File: config.mk
export PLATFORM = sky130hd
export DESIGN_NAME = otp_prot_reg
export DESIGN_NICKNAME = d
export VERILOG_FILES = /design/src/rtl/otp_pkg.sv /design/src/rtl/otp_decode.sv /design/src/rtl/otp_rules.sv /design/src/rtl/otp_seq.sv /design/src/rtl/otp_store.sv /design/src/rtl/otp_prot_reg.sv
export SDC_FILE = /design/constraint.sdc
export NUM_CORES = 1
export LEC_CHECK = 0
export ABC_AREA = 1
export BUFFER_PORTS_ARGS = -buffer_cell sky130_fd_sc_hd__buf_2
export CORE_ASPECT_RATIO = 1.2
export CORE_MARGIN = 2
export CORE_UTILIZATION = 58
export CTS_CLUSTER_SIZE = 14
export DETAILED_ROUTE_END_ITERATION = 10
export PLACE_DENSITY = 0.79
export SLEW_MARGIN = 20
export SYNTH_ARGS = -nofsm -noshare
export SYNTH_HDL_FRONTEND = slang
export SYNTH_SLANG_ARGS = --single-unit
File: constraint.sdc
create_clock -name clk -period 2.46 [get_ports clk]
set_clock_uncertainty 0.1 [all_clocks]
set_input_delay 0.123 -clock clk [delete_from_list [all_inputs] [get_ports clk]]
set_output_delay 0.123 -clock clk [all_outputs]
set_load 0.01 [all_outputs]
File: src/rtl/otp_pkg.sv
// Shared constants and types for the protection register controller.
// Assumes 16-bit words and a user segment the same size as the identifier.
package otp_pkg;
    localparam int unsigned WORD_W    = 16;
    localparam int unsigned OFS_W     = 8;
    localparam int unsigned SEG_WORDS = 4;
    localparam int unsigned SEG_BITS  = WORD_W * SEG_WORDS;
    localparam int unsigned IDX_W     = $clog2(SEG_WORDS);

    // Which area an offset falls into
    typedef enum logic [1:0] {
        RG_NONE = 2'd0,
        RG_LOCK = 2'd1,
        RG_UID  = 2'd2,
        RG_USER = 2'd3
    } otp_region_e;

    // Program request captured at acceptance
    typedef struct packed {
        otp_region_e         rg;
        logic [IDX_W-1:0]    idx;
        logic [WORD_W-1:0]   data;
        logic                rej;
    } otp_req_t;
endpackage

File: src/rtl/otp_decode.sv
// Offset decoder: maps a word offset to a region and a word index.
// Assumes the lock word sits at BASE_OFS, followed by the identifier words
// and then the user words, each segment SEG_WORDS long.
module otp_decode
    import otp_pkg::*;
#(
    parameter logic [OFS_W-1:0] BASE_OFS = 8'h80
) (
    input  logic [OFS_W-1:0] offset,
    output otp_region_e      region,
    output logic [IDX_W-1:0] idx
);
    localparam logic [OFS_W-1:0] UID_FIRST  = OFS_W'(1);
    localparam logic [OFS_W-1:0] UID_LAST   = OFS_W'(SEG_WORDS);
    localparam logic [OFS_W-1:0] USER_FIRST = OFS_W'(SEG_WORDS + 1);
    localparam logic [OFS_W-1:0] USER_LAST  = OFS_W'(2 * SEG_WORDS);

    logic [OFS_W-1:0] rel;

    // Classify the offset relative to the base
    always_comb begin
        rel    = offset - BASE_OFS;
        region = RG_NONE;
        idx    = '0;
        if (rel == '0) begin
            region = RG_LOCK;
        end else if (rel >= UID_FIRST && rel <= UID_LAST) begin
            region = RG_UID;
            idx    = IDX_W'(rel - UID_FIRST);
        end else if (rel >= USER_FIRST && rel <= USER_LAST) begin
            region = RG_USER;
            idx    = IDX_W'(rel - USER_FIRST);
        end
    end
endmodule

File: src/rtl/otp_rules.sv
// Protection rule check: decides whether a program request must be rejected.
// Assumes lock bits are stored active-low (1 = open, 0 = locked).
module otp_rules
    import otp_pkg::*;
(
    input  otp_region_e region,
    input  logic        user_open,
    output logic        reject
);
    // Identifier and unmapped offsets always fail; user words and the
    // lock word fail once the user-lock bit has been cleared
    always_comb begin
        unique case (region)
            RG_LOCK: reject = !user_open;
            RG_USER: reject = !user_open;
            default: reject = 1'b1;
        endcase
    end
endmodule

File: src/rtl/otp_seq.sv
// Program sequencer: accepts a request when idle, holds busy for PGM_CYCLES
// cycles, flags the final busy cycle for commit and pulses done after it.
// Assumes PGM_CYCLES >= 1; requests while busy are dropped.
module otp_seq #(
    parameter int unsigned PGM_CYCLES = 8
) (
    input  logic clk,
    input  logic rst_n,
    input  logic start,
    output logic accept,
    output logic last,
    output logic busy,
    output logic done
);
    localparam int unsigned CNT_W = $clog2(PGM_CYCLES + 1);

    logic [CNT_W-1:0] cnt;

    assign accept = start && !busy;
    assign last   = busy && (cnt == '0);

    // Run the busy window and produce the done pulse
    always_ff @(posedge clk) begin
        if (!rst_n) begin
            busy <= 1'b0;
            done <= 1'b0;
            cnt  <= '0;
        end else begin
            done <= last;
            if (accept) begin
                busy <= 1'b1;
                cnt  <= CNT_W'(PGM_CYCLES - 1);
            end else if (last) begin
                busy <= 1'b0;
            end else if (busy) begin
                cnt  <= cnt - 1'b1;
            end
        end
    end
endmodule

File: src/rtl/otp_store.sv
// Storage for the user words and lock bits, with the read multiplexer.
// Assumes reset stands in for the erased state (no retention is modelled)
// and that commit is only raised for an accepted, non-rejected request.
module otp_store
    import otp_pkg::*;
#(
    parameter logic [SEG_BITS-1:0] UID_VALUE = '0
) (
    input  logic              clk,
    input  logic              rst_n,
    input  logic              commit,
    input  otp_region_e       wr_region,
    input  logic [IDX_W-1:0]  wr_idx,
    input  logic [WORD_W-1:0] wr_data,
    input  otp_region_e       rd_region,
    input  logic [IDX_W-1:0]  rd_idx,
    output logic [WORD_W-1:0] rd_word,
    output logic              user_open,
    output logic              sec_open
);
    logic [WORD_W-1:0] user_mem [SEG_WORDS];

    generate
        for (genvar w = 0; w < SEG_WORDS; w++) begin : g_user
            // One user word: erased to all ones, programmed by AND only
            always_ff @(posedge clk) begin
                if (!rst_n)
                    user_mem[w] <= '1;
                else if (commit && wr_region == RG_USER && wr_idx == IDX_W'(w))
                    user_mem[w] <= user_mem[w] & wr_data;
            end
        end
    endgenerate

    // Lock bits: erased open, cleared by programming bits 1 and 2
    always_ff @(posedge clk) begin
        if (!rst_n) begin
            user_open <= 1'b1;
            sec_open  <= 1'b1;
        end else if (commit && wr_region == RG_LOCK) begin
            user_open <= user_open & wr_data[1];
            sec_open  <= sec_open  & wr_data[2];
        end
    end

    // Select the word seen by the read port
    always_comb begin
        unique case (rd_region)
            RG_LOCK: rd_word = {{(WORD_W-3){1'b0}}, sec_open, user_open, 1'b0};
            RG_UID:  rd_word = UID_VALUE[rd_idx*WORD_W +: WORD_W];
            RG_USER: rd_word = user_mem[rd_idx];
            default: rd_word = '0;
        endcase
    end
endmodule

File: src/rtl/otp_prot_reg.sv
// Protection register controller top: registered read port, one-time
// program port with protection rules, and the security block 0 flag.
// Assumes requests are single-cycle pulses; the rules are evaluated
// against the state at acceptance, which cannot change while busy.
module otp_prot_reg
    import otp_pkg::*;
#(
    parameter logic [63:0]     UID_VALUE  = 64'h0123_4567_89AB_CDEF,
    parameter int unsigned     PGM_CYCLES = 8,
    parameter logic [7:0]      BASE_OFS   = 8'h80
) (
    input  logic        clk,
    input  logic        rst_n,
    input  logic [7:0]  rd_offset,
    output logic [15:0] rd_data,
    input  logic        pgm_start,
    input  logic [7:0]  pgm_offset,
    input  logic [15:0] pgm_data,
    output logic        busy,
    output logic        done,
    output logic        err,
    output logic        sec_blk_lock
);
    otp_region_e      rd_rg, pg_rg;
    logic [IDX_W-1:0] rd_ix, pg_ix;
    logic             user_open, sec_open, reject;
    logic             accept, last;
    logic [WORD_W-1:0] rd_word;
    otp_req_t         req_q;

    otp_decode #(.BASE_OFS(BASE_OFS)) u_rd_dec (
        .offset(rd_offset), .region(rd_rg), .idx(rd_ix)
    );

    otp_decode #(.BASE_OFS(BASE_OFS)) u_pg_dec (
        .offset(pgm_offset), .region(pg_rg), .idx(pg_ix)
    );

    otp_rules u_rules (
        .region(pg_rg), .user_open(user_open), .reject(reject)
    );

    otp_seq #(.PGM_CYCLES(PGM_CYCLES)) u_seq (
        .clk(clk), .rst_n(rst_n), .start(pgm_start),
        .accept(accept), .last(last), .busy(busy), .done(done)
    );

    otp_store #(.UID_VALUE(UID_VALUE)) u_store (
        .clk(clk), .rst_n(rst_n),
        .commit(last && !req_q.rej),
        .wr_region(req_q.rg), .wr_idx(req_q.idx), .wr_data(req_q.data),
        .rd_region(rd_rg), .rd_idx(rd_ix), .rd_word(rd_word),
        .user_open(user_open), .sec_open(sec_open)
    );

    // Capture the request and its verdict when it is accepted
    always_ff @(posedge clk) begin
        if (!rst_n)
            req_q <= '{rg: RG_NONE, idx: '0, data: '0, rej: 1'b0};
        else if (accept)
            req_q <= '{rg: pg_rg, idx: pg_ix, data: pgm_data, rej: reject};
    end

    // Report the verdict alongside the done pulse
    always_ff @(posedge clk) begin
        if (!rst_n) err <= 1'b0;
        else        err <= last && req_q.rej;
    end

    // Register the read data
    always_ff @(posedge clk) begin
        if (!rst_n) rd_data <= '0;
        else        rd_data <= rd_word;
    end

    assign sec_blk_lock = !sec_open;
endmodule

==> metrics <==
Crit Path Class flip-flop to flip-flop; largest cells by area after synthesis edfxtp_1 (40%), dfxtp_1 (19%), nand2_1 (14%), inv_1 (5.9%), o21ai_0 (4.4%); core area 8150 um^2; Clock Latency Late Sink 0.39 ns; die area 9140 um^2; cells resized by post-CTS repair 0; total clock sinks 110; combinational power share slightly above 8%; Pre-antenna DRT Iters 5; CP max stage cell nor2_4; sequential fraction of design power 60.2%; crit path cell chain inv_1, ha_1, nand3_1, nor2_2, inv_2, nor3_2, nand2_1, nor2_2, nand2_1, nor2_4, nand2_1; Die Height ~100 um; Clock power frac 31.8%; PnR worst setup slack around 0.29 ns; Slew Limit Fails 0; Startpoint Class flip-flop; Hold Vio Cnt, Final 0; power density cells around 580 nW/um^2; Starting Density 59.7%; layout cells sized above 1 16.1%; Tot GR Track Use 26.1%; setup violators final 0; largest net degree at the start of global routing 25; P_leak about 2.3 nW; routed wire length 11.3 mm; Design Area, Final 5660 um^2; Synth top area share slightly below 40%; Pint around 2.5 mW; Min-Delay Path Class input port to flip-flop; RSZ-0062 raised after global routing false; flops & latches, synth 110; area of the mapped netlist 4860 um^2; Slew headroom roughly 52%; status completed; worst path required time ~2.5 ns; Port-buffer cells 54; Tightest Pin Transition 0.715 ns; wire per inst 15.2 um; via count 4028; HP Start rd_offset[6]; post-route ant nets 0; reg2reg start u_seq.cnt[0]$_SDFFE_PN0P_; final HPWL from detailed placement 7.54 mm; minimum clock period after layout between 2 and 2.5 ns; antenna fix cells 0; placed cell areas between 5000 and 6000 um^2; CP Max Fanout 16; vias in the first global route 4014; Num CTS Buffers 9; IO Count 55; CTS tree built; cell mode on critical path nand2_1; Final nets 666; clk slew on worst S/H paths around 0.090 ns; vias per cell 5.42; initial drt markers 303; Net Count, Synth roughly 600; cell taking the most area after synthesis edfxtp_1; GR Overflow Total 0; Slowest Stage Delay on Critical Path between 0.3 and 0.4 ns; CTS Buffer Depth 2; f_max 0.460 GHz; worst setup path start u_seq.cnt[0]$_SDFFE_PN0P_; antenna violations before repair 0; Crit. End Element flip-flop; Die Wd 87.6 um; drt drc 0; sequential share of the synthesized area slightly below 60%; Setup TNS 0 ns; Sw Ratio a little under a quarter; Synth Area per Inst 8.96 um^2; number of distinct library cells after synthesis 31; Placer Congestion about 0.84; Syn-to-layout area delta 16.4%; Syn Inst Count 543; Max Cap Violations 0; CP arrival roughly 2.2 ns; switching pwr 0.778 mW; number of synthesis warnings 0; row count 36; period utilisation layout between 80% and 90%; DP Worst Slack 0.225 ns; root buf cell clkbuf_8; H-tree levels 3; worst vdd ir 410 uV; first-pass GRT wire length between 15 and 20 mm
Yosys cell counts:
cell type  number
a21oi_1        16
a21oi_2         1
a31oi_1         1
buf_2           5
buf_4           4
buf_6           2
clkbuf_1        5
dfxtp_1        46
edfxtp_1       64
ha_1            7
inv_1          76
inv_2           3
nand2_1       176
nand2_2         1
nand2_4         1
nand3_1        28
nand3_2         2
nand4_1         2
nor2_1         10
nor2_2          7
nor2_4          2
nor3_1          1
nor3_2          1
o2111ai_1       5
o211ai_1       11
o21a_1          1
o21ai_0        43
o21ai_1        10
o22ai_1        10
or2_2           1
xor2_1          1
placed cells by master, fill, tap and decap left out, drive strengths merged:
master,Yosys,routed
nand2,178,178
inv,79,79
buf,11,68
edfxtp,64,64
o21ai,53,53
dfxtp,46,46
nand3,30,30
nor2,19,19
dlygate4sd3,0,18
a21oi,17,17
o211ai,11,11
clkbuf,5,11
o22ai,10,10
ha,7,7
o2111ai,5,5
clkinv,0,3
nand4,2,2
nor3,2,2
or2,1,1
a31oi,1,1
xor2,1,1
o21a,1,1
clkinvlp,0,1
bufinv,0,1
what timing repair did:
| action | 4_1_cts | 5_1_grt |
|---|---|---|
| hold buffers | 18 | 0 |
| setup buffers | 0 | 0 |
| hold endpoints to repair | 19 | 0 |
layout make-up:
type | instances | area, um^2
timing repair buffer | 86 | 568
clock buffer | 11 | 131
fill | 621 | 2490
multi-input combinational | 338 | 1630
sequential | 110 | 2840
tap | 114 | 143
inverter | 79 | 297
clock inverter | 5 | 52.6
metal layers:
layer  routed length, um  vias to the layer above  track usage, %  share of wire [%]
met5                   0                        -               0                  0
met4                 368                        0            14.3                3.3
met3                 630                       35            3.81                5.6
met2                5740                      161            45.3                 51
met1                4540                     1886            30.1                 40
li1                    -                     1946               -                  -
cells by family (layout without fill, tap and decap cells):
family,count (synthesis),count (layout),synth area share (%)
and+or+nand+nor,232,232,20.1
DFF,110,110,58.4
AOI/OAI and AO/OA,98,98,11.4
buffers and inverters,95,181,8.08
adders and majority gates,7,7,1.80
xor gates and xnor gates,1,1,0.180
state kept, by name, indices dropped and copies added, names as in the netlist:
register and count:
u_store.user_mem 64, req_q 21, rd_data 16, u_seq.cnt 4
err 1, u_seq.busy 1, u_seq.done 1, u_store.sec_open 1
u_store.user_open 1
stage by stage:
| step | hold WS (ns) | total power [mW] | util, % | instances |
|---|---|---|---|---|
| finish | 0.0441 | 3.31 | 69.5 | 743 |
| global route | 0.0560 | 3.43 | 69.5 | 743 |
| CTS | 0.0297 | 3.32 | 69.5 | 743 |
| detailed placement | 0.219 | 2.28 | 65.0 | 709 |
| global placement | 0.213 | 2.27 | 65.0 | 709 |
| floorplan | 0.126 | 2.18 | - | 543 |
worst paths after layout:
kind                                                              to  depth (start not counted)  slack, ns
worst max-delay path            u_store.user_mem[3][1]$_SDFFCE_PN1P_                         11       0.29
worst min register to register                        err$_SDFF_PN0_                          2       0.37
worst max register to register  u_store.user_mem[3][1]$_SDFFCE_PN1P_                         11       0.29
worst min-delay path                          rd_data[11]$_SDFF_PN0_                          6       0.04
power by group through the flow:
stage / sequential, mW / clock (mW) / combinational (mW)
6_report: 1.99 / 1.05 / 0.267
5_1_grt: 2.00 / 1.13 / 0.299
4_1_cts: 1.99 / 1.06 / 0.266
3_5_place_dp: 2.03 / 0 / 0.243
3_3_place_gp: 2.03 / 0 / 0.232
2_1_floorplan: 2.03 / 0 / 0.144
worst max-delay path, delay by kind of cell (launching register included):
family | cells | cell delay, ns
simple gates | 8 | 1.19
flops | 1 | 0.31
fa+ha+maj | 1 | 0.16
buf+inv | 2 | 0.16
(Power assumes the default switching activity.)
